--- config.mk ---
export PLATFORM = sky130hd
export DESIGN_NAME = uart_irq_agg
export DESIGN_NICKNAME = d
export VERILOG_FILES = /design/src/rtl/uart_irq_pkg.sv /design/src/rtl/uart_irq_thresh.sv /design/src/rtl/uart_irq_src.sv /design/src/rtl/uart_irq_mask.sv /design/src/rtl/uart_irq_agg.sv
export SDC_FILE = /design/constraint.sdc
export NUM_CORES = 1
export LEC_CHECK = 0
export CAP_MARGIN = 20
export CORE_MARGIN = 2
export CORE_UTILIZATION = 34
export CTS_CLUSTER_SIZE = 25
export DETAILED_ROUTE_END_ITERATION = 16
export PLACE_DENSITY = 0.87
export REMOVE_ABC_BUFFERS = 1
export SYNTH_ARGS = -nofsm -noshare
export SYNTH_HDL_FRONTEND = slang
export SYNTH_SLANG_ARGS = --single-unit
--- constraint.sdc ---
create_clock -name clk_i -period 1.2 [get_ports clk_i]
set_input_delay 0.24 -clock clk_i [delete_from_list [all_inputs] [get_ports clk_i]]
set_output_delay 0.24 -clock clk_i [all_outputs]
set_load 0.005 [all_outputs]
--- src/rtl/uart_irq_pkg.sv ---
package uart_irq_pkg;
  localparam int NSRC      = 4;
  localparam int SRC_RX    = 0;
  localparam int SRC_ERR   = 1;
  localparam int SRC_TX    = 2;
  localparam int SRC_MODEM = 3;

  typedef enum logic [1:0] {
    ADDR_PEND = 2'd0,
    ADDR_SRC  = 2'd1,
    ADDR_MASK = 2'd2,
    ADDR_RSVD = 2'd3
  } reg_addr_e;

  // left shift applied to the trigger field; -1 means threshold is zero
  function automatic int trig_shift(input int ch);
    case (ch)
      0:       return 5;
      1, 4:    return 3;
      2, 3:    return 1;
      default: return -1;
    endcase
  endfunction
endpackage

--- src/rtl/uart_irq_thresh.sv ---
module uart_irq_thresh #(
  parameter int CHANNEL = 0,
  parameter int TRIG_W  = 3,
  parameter int CNT_W   = 8,
  parameter int THR_W   = TRIG_W + 5
) (
  input  logic              fifo_en_i,
  input  logic [TRIG_W-1:0] trig_i,
  input  logic [CNT_W-1:0]  cnt_i,
  output logic [THR_W-1:0]  thr_o,
  output logic              hit_o
);
  localparam int SH    = uart_irq_pkg::trig_shift(CHANNEL);
  localparam int CMP_W = (CNT_W > THR_W) ? CNT_W : THR_W;

  logic [CMP_W-1:0] cnt_ext, thr_ext;

  generate
    if (SH < 0) begin : g_zero
      assign thr_o = '0;
    end else begin : g_scale
      logic [THR_W-1:0] trig_ext;
      assign trig_ext = {{(THR_W-TRIG_W){1'b0}}, trig_i};
      assign thr_o    = trig_ext << SH;
    end
  endgenerate

  assign cnt_ext = {{(CMP_W-CNT_W){1'b0}}, cnt_i};
  assign thr_ext = {{(CMP_W-THR_W){1'b0}}, thr_o};
  assign hit_o   = fifo_en_i && (cnt_ext <= thr_ext);
endmodule

--- src/rtl/uart_irq_src.sv ---
module uart_irq_src #(
  parameter int NSRC = uart_irq_pkg::NSRC
) (
  input  logic            clk_i,
  input  logic            rst_ni,
  input  logic [NSRC-1:0] set_i,
  input  logic [NSRC-1:0] clr_i,
  output logic [NSRC-1:0] src_o
);
  generate
    for (genvar b = 0; b < NSRC; b++) begin : g_bit
      always_ff @(posedge clk_i or negedge rst_ni) begin
        if (!rst_ni)        src_o[b] <= 1'b0;
        else if (set_i[b])  src_o[b] <= 1'b1;  // set beats clear
        else if (clr_i[b])  src_o[b] <= 1'b0;
      end
    end
  endgenerate
endmodule

--- src/rtl/uart_irq_mask.sv ---
module uart_irq_mask #(
  parameter int NSRC = uart_irq_pkg::NSRC
) (
  input  logic            clk_i,
  input  logic            rst_ni,
  input  logic            we_i,
  input  logic [NSRC-1:0] wdata_i,
  input  logic [NSRC-1:0] src_i,
  output logic [NSRC-1:0] mask_o,
  output logic [NSRC-1:0] pend_o,
  output logic            irq_o
);
  always_ff @(posedge clk_i or negedge rst_ni) begin
    if (!rst_ni)   mask_o <= '0;
    else if (we_i) mask_o <= wdata_i;
  end

  assign pend_o = src_i & ~mask_o;
  assign irq_o  = |pend_o;
endmodule

--- src/rtl/uart_irq_agg.sv ---
module uart_irq_agg #(
  parameter int CHANNEL = 0,
  parameter int TRIG_W  = 3,
  parameter int CNT_W   = 8,
  parameter int NSRC    = uart_irq_pkg::NSRC,
  parameter int THR_W   = TRIG_W + 5
) (
  input  logic              clk_i,
  input  logic              rst_ni,
  input  logic              evt_rx_i,
  input  logic              evt_err_i,
  input  logic              evt_modem_i,
  input  logic              txh_wr_i,
  input  logic              fifo_en_i,
  input  logic [TRIG_W-1:0] tx_trig_i,
  input  logic [CNT_W-1:0]  tx_cnt_i,
  input  logic              reg_we_i,
  input  logic [1:0]        reg_addr_i,
  input  logic [NSRC-1:0]   reg_wdata_i,
  input  logic [1:0]        rd_addr_i,
  output logic [NSRC-1:0]   rd_data_o,
  output logic              irq_o
);
  import uart_irq_pkg::*;

  logic [THR_W-1:0] thr;
  logic             lvl_hit;
  logic [NSRC-1:0]  set_v, clr_v, src_q, mask_q, pend;
  logic             mask_we;
  reg_addr_e        waddr, raddr;

  assign waddr = reg_addr_e'(reg_addr_i);
  assign raddr = reg_addr_e'(rd_addr_i);

  uart_irq_thresh #(
    .CHANNEL(CHANNEL), .TRIG_W(TRIG_W), .CNT_W(CNT_W), .THR_W(THR_W)
  ) i_thresh (
    .fifo_en_i(fifo_en_i),
    .trig_i   (tx_trig_i),
    .cnt_i    (tx_cnt_i),
    .thr_o    (thr),
    .hit_o    (lvl_hit)
  );

  always_comb begin
    set_v            = '0;
    set_v[SRC_RX]    = evt_rx_i;
    set_v[SRC_ERR]   = evt_err_i;
    set_v[SRC_TX]    = txh_wr_i | lvl_hit;
    set_v[SRC_MODEM] = evt_modem_i;
  end

  assign clr_v   = (reg_we_i && (waddr == ADDR_PEND || waddr == ADDR_SRC)) ? reg_wdata_i : '0;
  assign mask_we = reg_we_i && (waddr == ADDR_MASK);

  uart_irq_src #(.NSRC(NSRC)) i_src (
    .clk_i (clk_i),
    .rst_ni(rst_ni),
    .set_i (set_v),
    .clr_i (clr_v),
    .src_o (src_q)
  );

  uart_irq_mask #(.NSRC(NSRC)) i_mask (
    .clk_i  (clk_i),
    .rst_ni (rst_ni),
    .we_i   (mask_we),
    .wdata_i(reg_wdata_i),
    .src_i  (src_q),
    .mask_o (mask_q),
    .pend_o (pend),
    .irq_o  (irq_o)
  );

  always_comb begin
    case (raddr)
      ADDR_PEND: rd_data_o = pend;
      ADDR_SRC:  rd_data_o = src_q;
      ADDR_MASK: rd_data_o = mask_q;
      default:   rd_data_o = '0;
    endcase
  end
endmodule

==> insert_results.sql <==
INSERT INTO impl_metrics (metric_group, metric, value, unit) VALUES
('run_status', 'run_status', 'finished with violations', ''),
('run_status', 'violations', 'setup timing', ''),
('synth', 'synth-seq-cells', '8', ''),
('synth', 'synthesis.area', '494', 'sq um'),
('cts', 'clk_pin_slew_worst_paths', '50', 'ps'),
('synth', 'syn_inst', '51', ''),
('critical_path', 'timing.critical_path.fanout_max', '3', ''),
('timing', 'final_critical_path_setup_slack', '-183', 'ps'),
('route', 'num_vias', '559', ''),
('route', 'drt_first_iter_violations', '3', ''),
('timing', 'finalHoldViolations', '0', ''),
('timing', 'worst_slew_pin_slew', '343', 'ps'),
('timing', 'rsz0062_at_grt', 'yes', ''),
('finish', 'design_area', '931', 'sq um'),
('finish', 'final_layout_size_suffix_gt1_share', '41.9', '%'),
('timing', 'whs', '265', 'ps'),
('synth', 'ys_warn_count', '0', ''),
('finish', 'mostFrequentLayoutCell', 'sky130_fd_sc_hd__clkdlybuf4s50_1', ''),
('route', 'vias_per_cell', '5.18', ''),
('cts', 'htreeDepth', '1', ''),
('critical_path', 'timing.critical_path.required', '960', 'ps'),
('global_routing', 'grt_first_pass_wirelength', '2240', 'um'),
('die', 'io_pins', '32', ''),
('critical_path', 'kind_of_start_point_of_the_critical_path', 'flop', ''),
('timing', 'finalWorstPathRequiredPeriod', '1380', 'ps'),
('placement', 'detailedPlace.worstSlack', '-737', 'ps'),
('route', 'drt_pass1_iterations', '3', ''),
('timing', 'max-slew-margin-rel', '77.0', '%'),
('job', 'cap_violations', '0', ''),
('die', 'die_area', '0.00177', 'sq mm'),
('die', 'initial_cell_density_of_the_core', '37.1', '%'),
('global_routing', 'grt_start_max_net_pins', '9', ''),
('critical_path', 'timing.setup.critical_path_class', 'reg2out', ''),
('critical_path', 'crit_slowest_cell', 'sky130_fd_sc_hd__dfrtp_1', ''),
('cts', 'cts_buffer_depth', '2', ''),
('finish', 'antenna_cells', '0', ''),
('power_and_ir_drop', 'max_rail_drop_vdd', '454', 'uV'),
('finish', 'area.growth.synth_to_final', '88.4', '%'),
('finish', 'post_layout_nonfiller_instances', '108', ''),
('min_path', 'hold_class', 'in2async', ''),
('critical_path', 'worstSetupEndpointType', 'primary output', ''),
('die', 'die_h', '42.1', 'um'),
('timing', 'fin_crit_sh', '115', '%'),
('placement', 'dp_hpwl', '1040', 'um'),
('power_and_ir_drop', 'power_leakage', '0.459', 'nW'),
('synth', 'synth_area_per_cell', '9.69', 'sq um'),
('critical_path', 'worstPathArrival', '1140', 'ps'),
('cts', 'worstSkewPairLatency', '240', 'ps'),
('timing', 'worst_clock_skew', '0', 'ps'),
('critical_path', 'worst_path_largest_cell_delay', '360', 'ps'),
('placement', 'post_placement_cell_area', '868', 'sq um'),
('timing', 'achievable-frequency', '0.723', 'GHz'),
('power_and_ir_drop', 'power.density_cell_area', '871', 'mW/mm^2'),
('global_routing', 'grt-ovfl-total', '0', ''),
('global_routing', 'grt_use_total', '16.3', '%'),
('timing', 'final.setup.tns', '-512', 'ps'),
('timing', 'final-max-slew-violation-count', '0', ''),
('route', 'drt_wl_total', '1410', 'um'),
('finish', 'layout_common_cells', 'sky130_fd_sc_hd__clkdlybuf4s50_1, sky130_fd_sc_hd__buf_2, sky130_fd_sc_hd__dfrtp_1', ''),
('placement', 'dpl.cell_count', '103', ''),
('cts', 'root_buffer', 'sky130_fd_sc_hd__clkbuf_4', ''),
('global_routing', 'antenna_found_initial', '0', ''),
('route', 'antenna_violating_nets_post_route', '0', ''),
('global_routing', 'via_count_of_the_first_global_routing_pass', '620', ''),
('placement', 'port_buffers', '31', ''),
('critical_path', 'path_cells', 'inv_2 > or3_1 > o21ai_1 > buf_2', ''),
('finish', 'final_net_count', '125', ''),
('cts', 'clock_tree_from_tritoncts', 'yes', ''),
('route', 'post_drt_wl_per_cell', '13.0', 'um'),
('timing', 'setup_viol_count_final', '5', ''),
('synth', 'post_synth_num_cell_types', '22', ''),
('route', 'route.detailed.drc', '0', ''),
('cts', 'numClockSinks', '8', ''),
('synth', 'yosysSeqAreaShare', '40.5', '%'),
('placement', 'globalplace.congestion', '0.805', ''),
('die', 'num_rows', '13', ''),
('die', 'chipWidth', '42.1', 'um'),
('die', 'core_outline_area', '0.00133', 'sq mm'),
('cts', 'cts-buffers-inserted', '3', '');
-- synth_stat cells, drive strengths merged --
master  count  area share, %
o221ai      1            1.8
nand2       2            1.5
mux2        4            9.1
nor4b       1            1.8
ha          3            7.6
or3         1            1.3
a221o       1            2.0
a21o        1            1.5
nor2b       1            1.3
a22oi       1            1.5
nand2b      2            2.5
nand3       2            2.0
nor4bb      1            2.0
o21ai       4            4.1
dfrtp       8             41
inv         8            6.1
or2         2            2.5
a22o        1            1.8
a21oi       3            3.0
nand3b      2            3.0
o211ai      1            1.5
o31ai       1            1.5
-- routing by layer --
metal	wire (um)	part of all wire [%]	global-route usage [%]
met5	0	0	0
met3	84	6.0	2.16
met1	587	42	16.4
met4	21	1.5	13.1
met2	716	51	29.4
-- state kept, by name, indices dropped and copies added (netlist names) --
| name | flops |
|---|---|
| i_mask.mask_o | 4 |
| i_src.src_o | 4 |
-- power breakdown --
part	internal, mW	switching (mW)
clock	0.114	0.0789
combinational	0.178	0.114
sequential	0.303	0.0233
total	0.595	0.216
-- what timing repair did --
action                                 CTS  global route
setup endpoints to repair                6             9
setup buffers                            2             0
endpoints found under the hold margin    0             0
resized for setup                       57             9
hold buffers                             0             0
pin swaps                                9             5
cloned                                   0             0
-- worst max-delay path, delay by kind of cell, from the launching register on --
family | cells | cell delay [ps]
AOI/OAI and AO/OA | 1 | 70
DFF | 1 | 360
buffers and inverters | 2 | 180
and+or+nand+nor | 1 | 300
-- worst paths after layout --
kind | start | endpoint | slack (ps) | cells past startpoint
setup / recovery | i_mask.mask_o[2] | rd_data_o[2] | -180 | 4
hold / removal | rst_ni | i_mask.mask_o[3] | 270 | 1
setup reg to reg | i_src.src_o[3] | i_src.src_o[3] | 210 | 4
hold reg to reg | i_mask.mask_o[1] | i_mask.mask_o[1] | 530 | 1
max in group asynchronous | rst_ni | i_mask.mask_o[2] | 680 | 1
min in group clk_i | i_mask.mask_o[1] | i_mask.mask_o[1] | 530 | 1
-- final cells by class --
| type | count | area, sq um |
|---|---|---|
| sequential | 8 | 200 |
| timing repair buffer | 39 | 324 |
| clock buffer | 3 | 22.5 |
| fill | 106 | 403 |
| multi-input combinational | 35 | 335 |
| inverter | 8 | 30.0 |
| tap | 15 | 18.8 |
-- metrics by stage --
step           utilization (%)  total power, mW
3_3_place_gp              65.1            0.586
5_1_grt                   69.8            0.866
2_1_floorplan                -            0.425
6_report                  69.8            0.811
3_5_place_dp              65.1            0.598
4_1_cts                   67.9            0.799
-- kinds of logic (layout without fill, tap and decap cells) --
kind of cell             Yosys count  after routing  synth area share (%)
AO/OA/AOI/OAI                     14             14                  18.7
adder cells (fa/ha/maj)            3              3                  7.60
buffers and inverters              8             50                  6.08
flip-flops                         8              8                  40.5
multiplexers                       4              4                  9.11
AND/OR/NAND/NOR                   14             14                  18.0
No activity file was read; power rests on OpenSTA's default activity.
